`src/rtl/wss_pkg.sv`:
```
package wss_pkg;

  typedef enum logic [1:0] {
    PS_OFF    = 2'd0,
    PS_SETTLE = 2'd1,
    PS_RECALL = 2'd2,
    PS_RUN    = 2'd3
  } pwrState_e;

  typedef struct packed {
    logic recall;
    logic store;
  } seqStrobes_t;

endpackage

```
`src/rtl/wss_pin_filter.sv`:
```
module wss_pin_filter #(
  parameter int DEBOUNCE_CYC = 8
) (
  input  logic clk,
  input  logic rstN,
  input  logic rawIn,
  output logic level,
  output logic rise
);
  localparam int CW = $clog2(DEBOUNCE_CYC + 1);

  logic syncA, syncB;
  logic [CW-1:0] holdCnt;

  always_ff @(posedge clk or negedge rstN) begin
    if (!rstN) begin
      syncA   <= 1'b1;
      syncB   <= 1'b1;
      level   <= 1'b1;
      rise    <= 1'b0;
      holdCnt <= '0;
    end else begin
      syncA <= rawIn;
      syncB <= syncA;
      rise  <= 1'b0;
      if (syncB == level) begin
        holdCnt <= '0;
      end else if (holdCnt == CW'(DEBOUNCE_CYC - 1)) begin
        holdCnt <= '0;
        level   <= syncB;
        rise    <= syncB;
      end else begin
        holdCnt <= holdCnt + 1'b1;
      end
    end
  end

  // the filtered level only ever moves to the synchronised value
  a_r7_level_follows_sync: assert property (@(posedge clk) disable iff (!rstN)
    !$stable(level) |-> (level == $past(syncB)));

  // a rise pulse always accompanies a fresh high level
  a_r6_rise_means_high: assert property (@(posedge clk) disable iff (!rstN)
    rise |-> (level && !$past(level)));

endmodule

```
`src/rtl/wss_control.sv`:
```
module wss_control
  import wss_pkg::*;
#(
  parameter int SETTLE_CYC = 12,
  parameter int STORE_CYC  = 60
) (
  input  logic        clk,
  input  logic        rstN,
  input  logic        pwrGood,
  input  logic        supplyLow,
  input  logic        aseLevel,
  input  logic        aseRise,
  output seqStrobes_t strobes,
  output logic        busy,
  output logic        btnEnable
);
  localparam int SCW = $clog2(SETTLE_CYC + 1);
  localparam int BCW = $clog2(STORE_CYC + 1);

  pwrState_e      state;
  logic [SCW-1:0] settleCnt;
  logic [BCW-1:0] busyCnt;
  logic           armed;
  logic           manualMode;
  logic           autoReq, manReq, launch;

  always_comb begin
    autoReq        = (state == PS_RUN) && armed && supplyLow && !aseLevel;
    manReq         = (state == PS_RUN) && aseRise;
    launch         = (autoReq || manReq) && !busy;
    strobes.store  = launch;
    strobes.recall = (state == PS_RECALL);
    btnEnable      = (state == PS_RUN) && !(manualMode && !aseLevel);
  end

  always_ff @(posedge clk or negedge rstN) begin
    if (!rstN) begin
      state      <= PS_OFF;
      settleCnt  <= '0;
      armed      <= 1'b0;
      manualMode <= 1'b1;
    end else begin
      unique case (state)
        PS_OFF: begin
          settleCnt <= '0;
          armed     <= 1'b0;
          if (pwrGood) state <= PS_SETTLE;
        end
        PS_SETTLE: begin
          if (!pwrGood) begin
            state <= PS_OFF;
          end else if (settleCnt == SCW'(SETTLE_CYC - 1)) begin
            state <= PS_RECALL;
          end else begin
            settleCnt <= settleCnt + 1'b1;
          end
        end
        PS_RECALL: begin
          manualMode <= aseLevel;
          armed      <= 1'b1;
          state      <= pwrGood ? PS_RUN : PS_OFF;
        end
        PS_RUN: begin
          if (launch && autoReq) armed <= 1'b0;
          if (!pwrGood) state <= PS_OFF;
        end
        default: state <= PS_OFF;
      endcase
    end
  end

  always_ff @(posedge clk or negedge rstN) begin
    if (!rstN) begin
      busy    <= 1'b0;
      busyCnt <= '0;
    end else if (launch) begin
      busy    <= 1'b1;
      busyCnt <= '0;
    end else if (busy) begin
      if (busyCnt == BCW'(STORE_CYC - 1)) busy <= 1'b0;
      else busyCnt <= busyCnt + 1'b1;
    end
  end

  // the recall strobe lasts one cycle
  a_r2_recall_single: assert property (@(posedge clk) disable iff (!rstN)
    strobes.recall |=> !strobes.recall);

  // no button access while power is not good
  a_r2_off_no_buttons: assert property (@(posedge clk) disable iff (!rstN)
    !pwrGood |=> !btnEnable);

  // once the automatic store fires, it stays disarmed while running
  a_r5_disarm_holds: assert property (@(posedge clk) disable iff (!rstN)
    (!armed && state == PS_RUN) |=> !armed);

  // busy never lasts a single cycle only
  a_r8_busy_holds: assert property (@(posedge clk) disable iff (!rstN)
    $rose(busy) |=> busy);

endmodule

```
`src/rtl/wss_datapath.sv`:
```
module wss_datapath
  import wss_pkg::*;
#(
  parameter int POS_W    = 5,
  parameter int INIT_POS = 16
) (
  input  logic             clk,
  input  logic             rstN,
  input  seqStrobes_t      strobes,
  input  logic [POS_W-1:0] curPos,
  output logic             nvWrEn,
  output logic [POS_W-1:0] nvWrData,
  output logic             recallLoad,
  output logic [POS_W-1:0] recallPos
);
  logic [POS_W-1:0] nvCell;

  always_ff @(posedge clk or negedge rstN) begin
    if (!rstN) begin
      nvCell   <= POS_W'(INIT_POS);
      nvWrEn   <= 1'b0;
      nvWrData <= '0;
    end else begin
      nvWrEn <= strobes.store;
      if (strobes.store) begin
        nvWrData <= curPos;
        nvCell   <= curPos;
      end
    end
  end

  assign recallLoad = strobes.recall;
  assign recallPos  = nvCell;

  // the cell changes only through a store
  a_r3_cell_only_on_store: assert property (@(posedge clk) disable iff (!rstN)
    !$stable(nvCell) |-> $past(strobes.store));

endmodule

```
`src/rtl/wiper_store_seq.sv`:
```
module wiper_store_seq
  import wss_pkg::*;
#(
  parameter int POS_W        = 5,
  parameter int INIT_POS     = 16,
  parameter int DEBOUNCE_CYC = 10_000_000,
  parameter int SETTLE_CYC   = 125_000,
  parameter int STORE_CYC    = 500_000
) (
  input  logic             clk,
  input  logic             rstN,
  input  logic             pwrGood,
  input  logic             supplyLow,
  input  logic             storeEnPin,
  input  logic [POS_W-1:0] curPos,
  output logic             nvWrEn,
  output logic [POS_W-1:0] nvWrData,
  output logic             busy,
  output logic             recallLoad,
  output logic [POS_W-1:0] recallPos,
  output logic             btnEnable
);
  logic        aseLevel, aseRise;
  seqStrobes_t strobes;

  wss_pin_filter #(.DEBOUNCE_CYC(DEBOUNCE_CYC)) u_filter (
    .clk(clk), .rstN(rstN), .rawIn(storeEnPin), .level(aseLevel), .rise(aseRise)
  );

  wss_control #(.SETTLE_CYC(SETTLE_CYC), .STORE_CYC(STORE_CYC)) u_ctrl (
    .clk(clk), .rstN(rstN), .pwrGood(pwrGood), .supplyLow(supplyLow),
    .aseLevel(aseLevel), .aseRise(aseRise), .strobes(strobes),
    .busy(busy), .btnEnable(btnEnable)
  );

  wss_datapath #(.POS_W(POS_W), .INIT_POS(INIT_POS)) u_dp (
    .clk(clk), .rstN(rstN), .strobes(strobes), .curPos(curPos),
    .nvWrEn(nvWrEn), .nvWrData(nvWrData), .recallLoad(recallLoad),
    .recallPos(recallPos)
  );

  // the write pulse opens a busy period and carries the launched position
  a_r8_write_with_busy: assert property (@(posedge clk) disable iff (!rstN)
    nvWrEn |-> ($rose(busy) && nvWrData == $past(curPos)));

  // the buttons are still closed during the recall cycle
  a_r2_recall_before_enable: assert property (@(posedge clk) disable iff (!rstN)
    recallLoad |-> !btnEnable);

endmodule

```
`config.mk`:
```
export PLATFORM = sky130hd
export DESIGN_NAME = wiper_store_seq
export DESIGN_NICKNAME = d
export VERILOG_FILES = /design/src/rtl/wss_pkg.sv /design/src/rtl/wss_pin_filter.sv /design/src/rtl/wss_control.sv /design/src/rtl/wss_datapath.sv /design/src/rtl/wiper_store_seq.sv
export SDC_FILE = /design/constraint.sdc
export NUM_CORES = 1
export LEC_CHECK = 0
export BUFFER_PORTS_ARGS = -buffer_cell sky130_fd_sc_hd__buf_2
export CAP_MARGIN = 20
export CORE_UTILIZATION = 55
export DETAILED_ROUTE_END_ITERATION = 16
export PLACE_DENSITY = 0.73
export RECOVER_POWER = 25
export SLEW_MARGIN = 20
export SYNTH_ARGS = -nofsm -noshare
export SYNTH_HDL_FRONTEND = slang
export SYNTH_HIERARCHICAL = 1
export SYNTH_SLANG_ARGS = --single-unit
```
`constraint.sdc`:
```
create_clock -name clk -period 5.39 [get_ports clk]
set_input_delay 0.8085 -clock clk [delete_from_list [all_inputs] [get_ports clk]]
set_output_delay 0.8085 -clock clk [all_outputs]
set_load 0.01 [all_outputs]
```
==> flow_metrics.py, run 1 <==
metrics = {
    "run_status": {
        "status": "finished clean",
    },
    "synth": {
        "synthXorXnorAreaFrac": 0.05605,
        "synth_ff_type": "dfrtp_1",
        "yosysUniqueCellTypes": 49,
        "synth_top_family_by_area": "simple AND/OR/NAND/NOR gates",
        "synthCells": 394,
        "synth_adder_area_share": 0.009609,
        "yosys_warnings": 6,
        "syn-num-nets": 407,
        "synthArstFlopShare": 1.000,
        "synth_area_um2": 3906,
        "synth-seq-cells": 76,
        "ys_seq_area_frac": 0.4885,
        "muxShareOfSynthArea": 0.04228,
        "avgSynthCellArea_um2": 9.914,
        "synth-compound-area-share": 0.09833,
        "synth-simple-area-share": 0.2655,
        "synth_enable_flop_cells": 0,
    },
    "power": {
        "power_leakage_nw": 1.839,
        "ir_worst_vdd_mv": 0.1505,
        "powerDensity_nw_per_um2": 239.6,
    },
    "global_route": {
        "grt_max_degree": 77,
        "overflow": 0,
        "grt.total_usage": 0.2195,
        "grt_pass1_wl_um": 12920,
        "antenna_found_initial": 0,
        "grt_pass1_vias": 2803,
    },
    "job": {
        "drv_cap": 0,
    },
    "setup_path": {
        "worstSetupStartpointType": "register",
        "crit_type": "register to register",
        "rr_worst_depth": 4,
        "required_ps": 5620,
        "critPathArrivalTime_ps": 2790,
        "crit_fanout": 28,
        "reg2reg_slack_ps": 2830,
        "reg2reg_to": "u_dp/nvWrData[4]",
        "rr_startpoint": "u_ctrl/state[1]",
        "endpoint_kind": "register",
    },
    "route": {
        "first_iter_violations": 149,
        "post_drt_wl_per_cell_um": 14.39,
        "routed_via_density": 5.789,
        "ant_nets": 0,
        "drc_errors": 0,
        "vias": 2958,
        "drt_wl_total_um": 7353,
        "dr.pass1.iters": 4,
    },
    "placement": {
        "hpwlAfterDp_um": 4825,
        "gp_congestion": 0.7796,
        "placed_cell_area_um2": 4026,
        "place.port_buffers": 23,
        "place_ws_ps": 2843,
    },
    "hold_path": {
        "hold_path_end": "u_filter/syncB",
        "hold_path_class": "register to register",
        "hold_start": "u_filter/syncA",
        "hold_depth": 0,
    },
    "sta": {
        "tightest_slew_ps": 917.0,
        "fin_crit_sh": 0.4749,
        "fin_ws_ps": 2830,
        "hold_viol": 0,
        "slew_viol_final": 0,
        "setup_viol": 0,
        "rsz0062_at_grt": "no",
        "max_clock_freq_mhz": 390.6,
        "setup_tns_ps": 0,
        "fin_skew_ps": 16.46,
        "timing.slew.headroom": 0.3886,
        "fin_crit_ps": 2560,
    },
    "layout": {
        "syn_to_final_growth_pct": 7.752,
        "drive_gt1_frac": 0.1470,
        "n_antenna_cell": 0,
        "fin_nets": 423,
        "fillCellCount": 596,
        "layout.cells.most_common_list": "71 x dfrtp_1, 45 x nand2_1, 39 x nor2_1",
        "design_area_um2": 4209,
        "final_common_cell": "dfrtp_1",
    },
    "clock_tree": {
        "cts_tree": "built",
        "cts_buffer_depth": 2,
        "postCtsResizedCells": 0,
        "clock_latency_ps": 340,
        "cts_setup_buffers": 0,
        "clkSinkCount": 76,
        "ctsHoldBuffers": 0,
        "htreeDepth": 3,
        "path_clk_slew_ps": 90,
        "root_buffer": "clkbuf_8",
        "numCtsBuffers": 9,
    },
    "floorplanning": {
        "fp.dieW_um": 86.28,
        "core-area_um2": 6832,
        "rows": 30,
        "ios": 24,
        "floorplan.die_area_um2": 7443,
        "die_h_um": 86.28,
        "initial_core_util": 0.5718,
    },
}
-- worst max-delay path, cell delays in order, from the launching register on --
cell     delay [ps]
dfrtp_1         900
nand2_1         140
or3_1           480
inv_1           570
mux2_4          350
-- synth_stat cells, types with 2 or more instances --
cell type,number,area (um2)
buf_6,3,33.78
mux2i_1,6,60.06
a21oi_1,13,65.06
or4b_4,2,27.53
o311ai_0,3,26.28
and4_1,8,70.07
and2_1,2,12.51
nor4bb_1,2,20.02
buf_2,4,20.02
mux2_4,7,105.1
buf_4,6,45.04
xnor2_1,11,96.34
nor3_1,7,35.03
nor2_1,39,146.4
clkbuf_1,5,18.77
dfstp_2,5,131.4
nor4_4,2,42.54
a31oi_1,2,12.51
dfrtp_1,71,1777
nand2_1,45,168.9
o31ai_1,6,45.04
o21ai_0,20,100.1
and3_1,11,68.82
a21o_1,2,15.01
o41ai_1,3,26.28
or4_1,5,37.54
nand4_1,18,112.6
xor2_1,14,122.6
nand3_1,29,145.1
inv_1,10,37.54
o211ai_1,5,37.54
ha_1,3,37.54
o21a_1,2,15.01
or3_1,5,31.28
nand4b_1,4,35.03
-- cell type report --
| cell class | count | area [um2] | area share |
|---|---|---|---|
| sequential | 76 | 1908 | 0.4533 |
| multi-input combinational | 290 | 1843 | 0.4379 |
| clock buffer | 9 | 123.9 | 0.02943 |
| tap | 96 | 120.1 | 0.02854 |
| timing repair buffer | 23 | 117.6 | 0.02794 |
| clock inverter | 7 | 58.81 | 0.01397 |
| inverter | 10 | 37.54 | 0.008918 |
-- kinds of logic (layout without fill, tap and decap cells) --
| kind of cell | after synthesis | in the layout |
|---|---|---|
| AND/OR/NAND/NOR | 189 | 189 |
| flip-flops | 76 | 76 |
| AO/OA/AOI/OAI | 60 | 60 |
| buffers and inverters | 28 | 49 |
| XOR/XNOR | 25 | 25 |
| multiplexers | 13 | 13 |
| adder cells (fa/ha/maj) | 3 | 3 |
-- per-stage QoR --
step / hold slack (ps) / utilization / power, mW / std cells
3_5_place_dp: 346.8 / 0.5894 / 0.6232 / 495
5_1_grt: 366.7 / 0.6161 / 1.056 / 511
3_3_place_gp: 345.6 / 0.5894 / 0.6221 / 495
2_1_floorplan: 345.2 / - / 0.6048 / 394
6_report: 359.0 / 0.6161 / 1.009 / 511
4_1_cts: 359.4 / 0.6161 / 1.027 / 511
-- flip-flops by register name, summed over array words and instances (netlist names) --
| register | flops |
|---|---|
| u_filter/holdCnt | 24 |
| u_ctrl/busyCnt | 19 |
| u_ctrl/settleCnt | 17 |
| u_dp/nvWrData | 5 |
| u_ctrl/state | 2 |
| u_ctrl/armed | 1 |
| u_ctrl/busy | 1 |
| u_ctrl/manualMode | 1 |
| u_dp/nvWrEn | 1 |
| u_dp/recallPos | 1 |
| u_filter/level | 1 |
| u_filter/rise | 1 |
| u_filter/syncA | 1 |
| u_filter/syncB | 1 |
-- how the worst max path moves through the flow --
stage,start,end,slack [ps],cells after the start
3_5_place_dp,u_ctrl/state[1],u_dp/nvWrData[4],2840,4
5_1_grt,u_ctrl/state[1],u_dp/nvWrData[4],2630,4
3_3_place_gp,supplyLow,u_dp/nvWrData[3],2880,5
6_report,u_ctrl/state[1],u_dp/nvWrData[4],2830,4
4_1_cts,u_ctrl/state[1],recallLoad,2830,3
2_1_floorplan,supplyLow,u_dp/nvWrData[0],3070,8
-- layer usage --
metal  wire (um)  GRT usage  up-vias
met5           0          0        -
met4          73    0.08636        0
met3         192    0.03238        5
met2        3496     0.3579       41
met1        3590     0.2972     1448
li1            -          -     1464
-- report_power, final --
| part | internal [mW] | switching [mW] |
|---|---|---|
| clock | 0.173 | 0.224 |
| sequential | 0.575 | 0.00631 |
| combinational | 0.00834 | 0.0214 |
| total | 0.756 | 0.252 |
Note: power is estimated with default switching activity, not from simulation.
==> inputs of run 2 (changes only) <==
clock period = 2.5 ns   (was 5.39 ns; I/O delays follow)
==> run 2 against run 1 <==
Via count up 1.9%. Die area unchanged. Routed wire length down 0.31%. Worst setup slack worse by 2400 ps. Combinational power up 150%. Register-to-register slack worse by 2400 ps. Critical path type unchanged.
==> flow_metrics.py, run 2 (synthesis results as in run 1) <==
metrics = {
    "global_route": {
        "grt_max_degree": 47,
        "grt_pass1_wl_um": 12990,
        "antenna_found_initial": 0,
        "overflow": 0,
        "grt.total_usage": 0.2184,
        "grt_pass1_vias": 2938,
    },
    "sta": {
        "tightest_slew_ps": 1156,
        "fin_skew_ps": 7.821,
        "setup_tns_ps": 0,
        "rsz0062_at_grt": "no",
        "max_clock_freq_mhz": 490.6,
        "slew_viol_final": 0,
        "setup_viol": 0,
        "fin_crit_sh": 0.8154,
        "hold_viol": 0,
        "fin_crit_ps": 2039,
        "timing.slew.headroom": 0.2290,
    },
    "route": {
        "drt_wl_total_um": 7330,
        "first_iter_violations": 189,
        "post_drt_wl_per_cell_um": 14.23,
        "ant_nets": 0,
        "vias": 3014,
        "dr.pass1.iters": 6,
        "routed_via_density": 5.852,
        "drc_errors": 0,
    },
    "run_status": {
        "status": "finished clean",
    },
    "placement": {
        "hpwlAfterDp_um": 5062,
        "placed_cell_area_um2": 4069,
        "gp_congestion": 0.8166,
        "dp_cells": 499,
        "place.port_buffers": 23,
    },
    "power": {
        "powerDensity_nw_per_um2": 528.6,
        "ir_worst_vdd_mv": 0.3080,
        "power_leakage_nw": 1.872,
    },
    "floorplanning": {
        "initial_core_util": 0.5718,
        "fp.dieW_um": 86.28,
        "core-area_um2": 6832,
        "ios": 24,
        "floorplan.die_area_um2": 7443,
        "die_h_um": 86.28,
        "rows": 30,
    },
    "layout": {
        "syn_to_final_growth_pct": 9.225,
        "regArea_um2": 1908,
        "largest_register": "u_filter/holdCnt",
        "fin_cells": 515,
        "layout.cells.most_common_list": "71 x dfrtp_1, 45 x nand2_1, 39 x nor2_1",
        "final_common_cell": "dfrtp_1",
        "fillCellCount": 567,
        "final_util": 0.6245,
        "n_antenna_cell": 0,
        "drive_gt1_frac": 0.1551,
        "largest_reg_flops": 24,
        "largestRegisters": "u_filter/holdCnt (24), u_ctrl/busyCnt (19), u_ctrl/settleCnt (17)",
        "design_area_um2": 4267,
        "fin_nets": 427,
        "multiInputGateArea_um2": 1843,
    },
    "hold_path": {
        "hold_path_class": "input pin to register",
    },
    "clock_tree": {
        "path_clk_slew_ps": 70,
        "numCtsBuffers": 9,
        "cts_buffer_depth": 2,
        "clkSinkCount": 76,
        "root_buffer": "clkbuf_8",
        "postCtsResizedCells": 0,
        "clock_latency_ps": 340,
        "ctsHoldBuffers": 0,
        "cts_tree": "built",
        "htreeDepth": 3,
        "cts_setup_buffers": 0,
    },
    "setup_path": {
        "required_ps": 2710,
        "critPathArrivalTime_ps": 2250,
        "endpoint_kind": "register",
        "worstSetupStartpointType": "register",
        "crit_fanout": 6,
        "crit_type": "register to register",
    },
    "job": {
        "drv_cap": 0,
    },
}
## run 2: where the power goes
group	total (mW)	internal (mW)	switching, mW
logic	0.0735	0.0220	0.0515
registers	1.25	1.24	0.0103
clock network	0.933	0.466	0.467
total	2.26	1.73	0.529
## run 2: metrics by stage
stage / total power, mW / hold slack [ps] / setup WS, ps
2_1_floorplan: 1.304 / 79.41 / 467.7
3_3_place_gp: 1.347 / 346.0 / 562.7
3_5_place_dp: 1.349 / 354.1 / 533.7
4_1_cts: 2.286 / 39.63 / 498.3
5_1_grt: 2.359 / 116.0 / 229.5
6_report: 2.255 / 128.8 / 461.5
## run 2: area by class of cell
class	count	share of cell area
Multi-Input combinational cell	290	0.4320
Tap cell	96	0.02815
Clock inverter	7	0.01789
Inverter	10	0.008798
Clock buffer	9	0.02903
Sequential cell	76	0.4472
Timing Repair Buffer	27	0.03695
## run 2: worst paths after layout
kind / start / endpoint / slack, ps / depth (start not counted)
worst max-delay path: u_ctrl/settleCnt[1] / u_ctrl/settleCnt[16] / 460 / 5
worst min-delay path: storeEnPin / u_filter/syncA / 130 / 1
worst max register to register: u_ctrl/settleCnt[1] / u_ctrl/settleCnt[16] / 460 / 5
worst min register to register: u_filter/syncA / u_filter/syncB / 360 / 0
max in group asynchronous: rstN / u_filter/syncA / 1440 / 2
min in group asynchronous: rstN / u_ctrl/busyCnt[2] / 250 / 1
## run 2: routing by layer
layer	share of wire	global-route usage
met5	0	0
met3	0.035	0.03048
met1	0.48	0.2937
met4	0.019	0.1030
met2	0.46	0.3514
## run 2: worst max-delay path, cell delays in order, from the launching register on
cell and delay [ps]:
dfrtp_1 410, ha_1 230, nand2_1 120, nor3_1 570, nand3_1 170, o311ai_0 400
==> inputs of run 3 (changes only) <==
ABC_AREA = 1   (was unset)
clock period = 2.08 ns   (was 2.5 ns; I/O delays follow)
==> run 3 against run 2 <==
Synthesized area increased by 20%. Non-clock buffer count increased by 1. Register-to-register slack got worse by 130 ps. Combinational power increased by 37%. Clock skew decreased by 1.3 ps. First-iteration DRC count decreased by 26%. Total power increased by 18%. Via count increased by 31%. Hold slack got worse by 66 ps. Critical path type is now register to primary output. Largest power group unchanged.
==> flow_metrics.py, run 3 <==
metrics = {
    "run_status": {
        "status": "finished clean",
    },
    "sta": {
        "whs_ps": 63.19,
        "fin_crit_ps": 1746,
        "fin_crit_sh": 0.8393,
        "setup_viol": 0,
        "timing.slew.headroom": 0.4338,
        "hold_viol": 0,
        "fin_skew_ps": 6.525,
        "tightest_slew_ps": 849.3,
        "setup_tns_ps": 0,
        "max_clock_freq_mhz": 572.8,
        "slew_viol_final": 0,
        "rsz0062_at_grt": "no",
    },
    "synth": {
        "synthCells": 623,
        "synthArstFlopShare": 1.000,
        "synth_most_common_cell": "nand2_1",
        "synth_ff_type": "dfrtp_1",
        "yosys.area.top_type": "dfrtp_1",
        "ys_seq_area_frac": 0.4066,
        "yosys_warnings": 6,
        "syn-num-nets": 636,
        "synth-seq-cells": 76,
        "synth_enable_flop_cells": 0,
        "yosysUniqueCellTypes": 39,
        "synth_top_area_frac": 0.3786,
        "synth_common_cells": "174 x nand2_1, 84 x nor2_1, 82 x nand3_1",
        "synthTopCellsByArea": "dfrtp_1 38%, nand2_1 14%, nand3_1 8.7%",
        "synth_area_um2": 4693,
        "avgSynthCellArea_um2": 7.533,
    },
    "floorplanning": {
        "rows": 33,
        "ios": 24,
        "die_h_um": 94.38,
        "initial_core_util": 0.5712,
        "fp.dieW_um": 94.38,
        "core-area_um2": 8217,
        "floorplan.die_area_um2": 8907,
    },
    "setup_path": {
        "reg2reg_slack_ps": 330,
        "crit_slowest_cell": "dfstp_2",
        "path_cells": "inv_1 > a21oi_1 > buf_2",
        "worstSetupStartpointType": "register",
        "max_stage_delay_ps": 620,
        "endpoint_kind": "primary output",
        "crit_fanout": 4,
        "required_ps": 1770,
        "crit_type": "register to primary output",
        "critPathArrivalTime_ps": 1430,
    },
    "global_route": {
        "grt_pass1_vias": 3694,
        "overflow": 0,
        "grt.total_usage": 0.2340,
        "antenna_found_initial": 0,
        "grt_max_degree": 45,
        "grt_pass1_wl_um": 16350,
    },
    "layout": {
        "fillCellCount": 731,
        "fin_cells": 757,
        "drive_gt1_frac": 0.1794,
        "largest_reg_flops": 24,
        "fin_nets": 660,
        "layout.cells.most_common_list": "174 x nand2_1, 84 x nor2_1, 82 x nand3_1",
        "largestRegisters": "u_filter/holdCnt (24), u_ctrl/busyCnt (19), u_ctrl/settleCnt (17)",
        "largest_register": "u_filter/holdCnt",
        "final_common_cell": "nand2_1",
        "n_antenna_cell": 0,
        "syn_to_final_growth_pct": 7.705,
    },
    "route": {
        "vias": 3938,
        "ant_nets": 0,
        "post_drt_wl_per_cell_um": 12.59,
        "routed_via_density": 5.202,
        "drt_wl_total_um": 9534,
        "drc_errors": 0,
        "dr.pass1.iters": 4,
        "first_iter_violations": 140,
    },
    "power": {
        "p_total_mw": 2.661,
        "powerDensity_nw_per_um2": 526.3,
        "ir_worst_vdd_mv": 0.3671,
        "power_leakage_nw": 2.273,
    },
    "clock_tree": {
        "ctsHoldBuffers": 1,
        "clkSinkCount": 76,
        "htreeDepth": 3,
        "clock_latency_ps": 350,
        "postCtsResizedCells": 0,
        "cts_tree": "built",
        "path_clk_slew_ps": 80,
        "numCtsBuffers": 9,
        "cts_buffer_depth": 2,
        "cts_setup_buffers": 0,
        "root_buffer": "clkbuf_8",
    },
    "hold_path": {
        "hold_path_class": "input pin to register",
    },
    "job": {
        "drv_cap": 0,
    },
    "placement": {
        "gp_congestion": 0.8933,
        "dp_cells": 740,
        "place.port_buffers": 23,
        "hpwlAfterDp_um": 6968,
    },
}
run 3: cell count changes in the layout (fill, tap and decap cells not counted), sizes merged, moves of 6 or more:
cell   previous run  this run
mux2i             6         0
nand3            30        87
a21oi            13         6
nand4            18        11
and3             11         0
nor2             39       113
mux2              7         0
or4               6         0
inv              11        61
and4              9         0
nand2            45       189
run 3: layout make-up:
cell class	count	area, um2	share of cell area
multi-input cells	474	2431	0.4809
flip-flops and latches	76	1908	0.3775
inverters	58	221.5	0.04381
repair buffers	28	180.2	0.03564
well taps	105	131.4	0.02599
clock buffers	9	123.9	0.02450
clock inverters	7	58.81	0.01163
run 3: critical path, delay by kind of cell (launching register included):
kind,cells,cell delay [ps]
buffers and inverters,2,270
AO/OA/AOI/OAI,1,200
flip-flops,1,620
run 3: power by group:
part	internal [mW]	switching, mW	total, mW
combinational	0.0284	0.0722	0.101
clock	0.452	0.606	1.06
sequential	1.49	0.0132	1.50
total	1.97	0.691	2.66
run 3: final timing paths:
kind                       cells past startpoint              start              endpoint
min in group asynchronous                      2               rstN  u_filter/holdCnt[18]
hold / removal                                 1         storeEnPin        u_filter/syncA
setup reg to reg                               8  u_ctrl/busyCnt[0]     u_ctrl/busyCnt[8]
max in group asynchronous                      3               rstN     u_ctrl/busyCnt[3]
setup / recovery                               3     u_filter/level             btnEnable
hold reg to reg                                0     u_filter/syncA        u_filter/syncB
run 3: metal layers:
| layer | vias to the layer above | track usage | part of all wire |
|---|---|---|---|
| li1 | 2022 | - | - |
| met1 | 1835 | 0.3049 | 0.46 |
| met2 | 63 | 0.3943 | 0.49 |
| met3 | 18 | 0.02979 | 0.034 |
| met4 | 0 | 0.09359 | 0.017 |
| met5 | - | 0 | 0 |
run 3: kinds of logic after synthesis:
| logic type | share of synthesized area |
|---|---|
| and+or+nand+nor | 0.4098 |
| DFF | 0.4066 |
| buffers and inverters | 0.07544 |
| AOI/OAI and AO/OA | 0.04212 |
| xor gates and xnor gates | 0.05812 |
| adders and majority gates | 0.007999 |
run 3: metrics by stage:
stage / setup slack [ps] / util / instance area (um2)
finish: 334.2 / 0.6152 / 5055
global route: 210.4 / 0.6152 / 5055
CTS: 310.1 / 0.6155 / 5057
global placement: 479.0 / 0.5921 / 4865
floorplan: 455.9 / - / 4693
detailed placement: 396.5 / 0.5921 / 4865
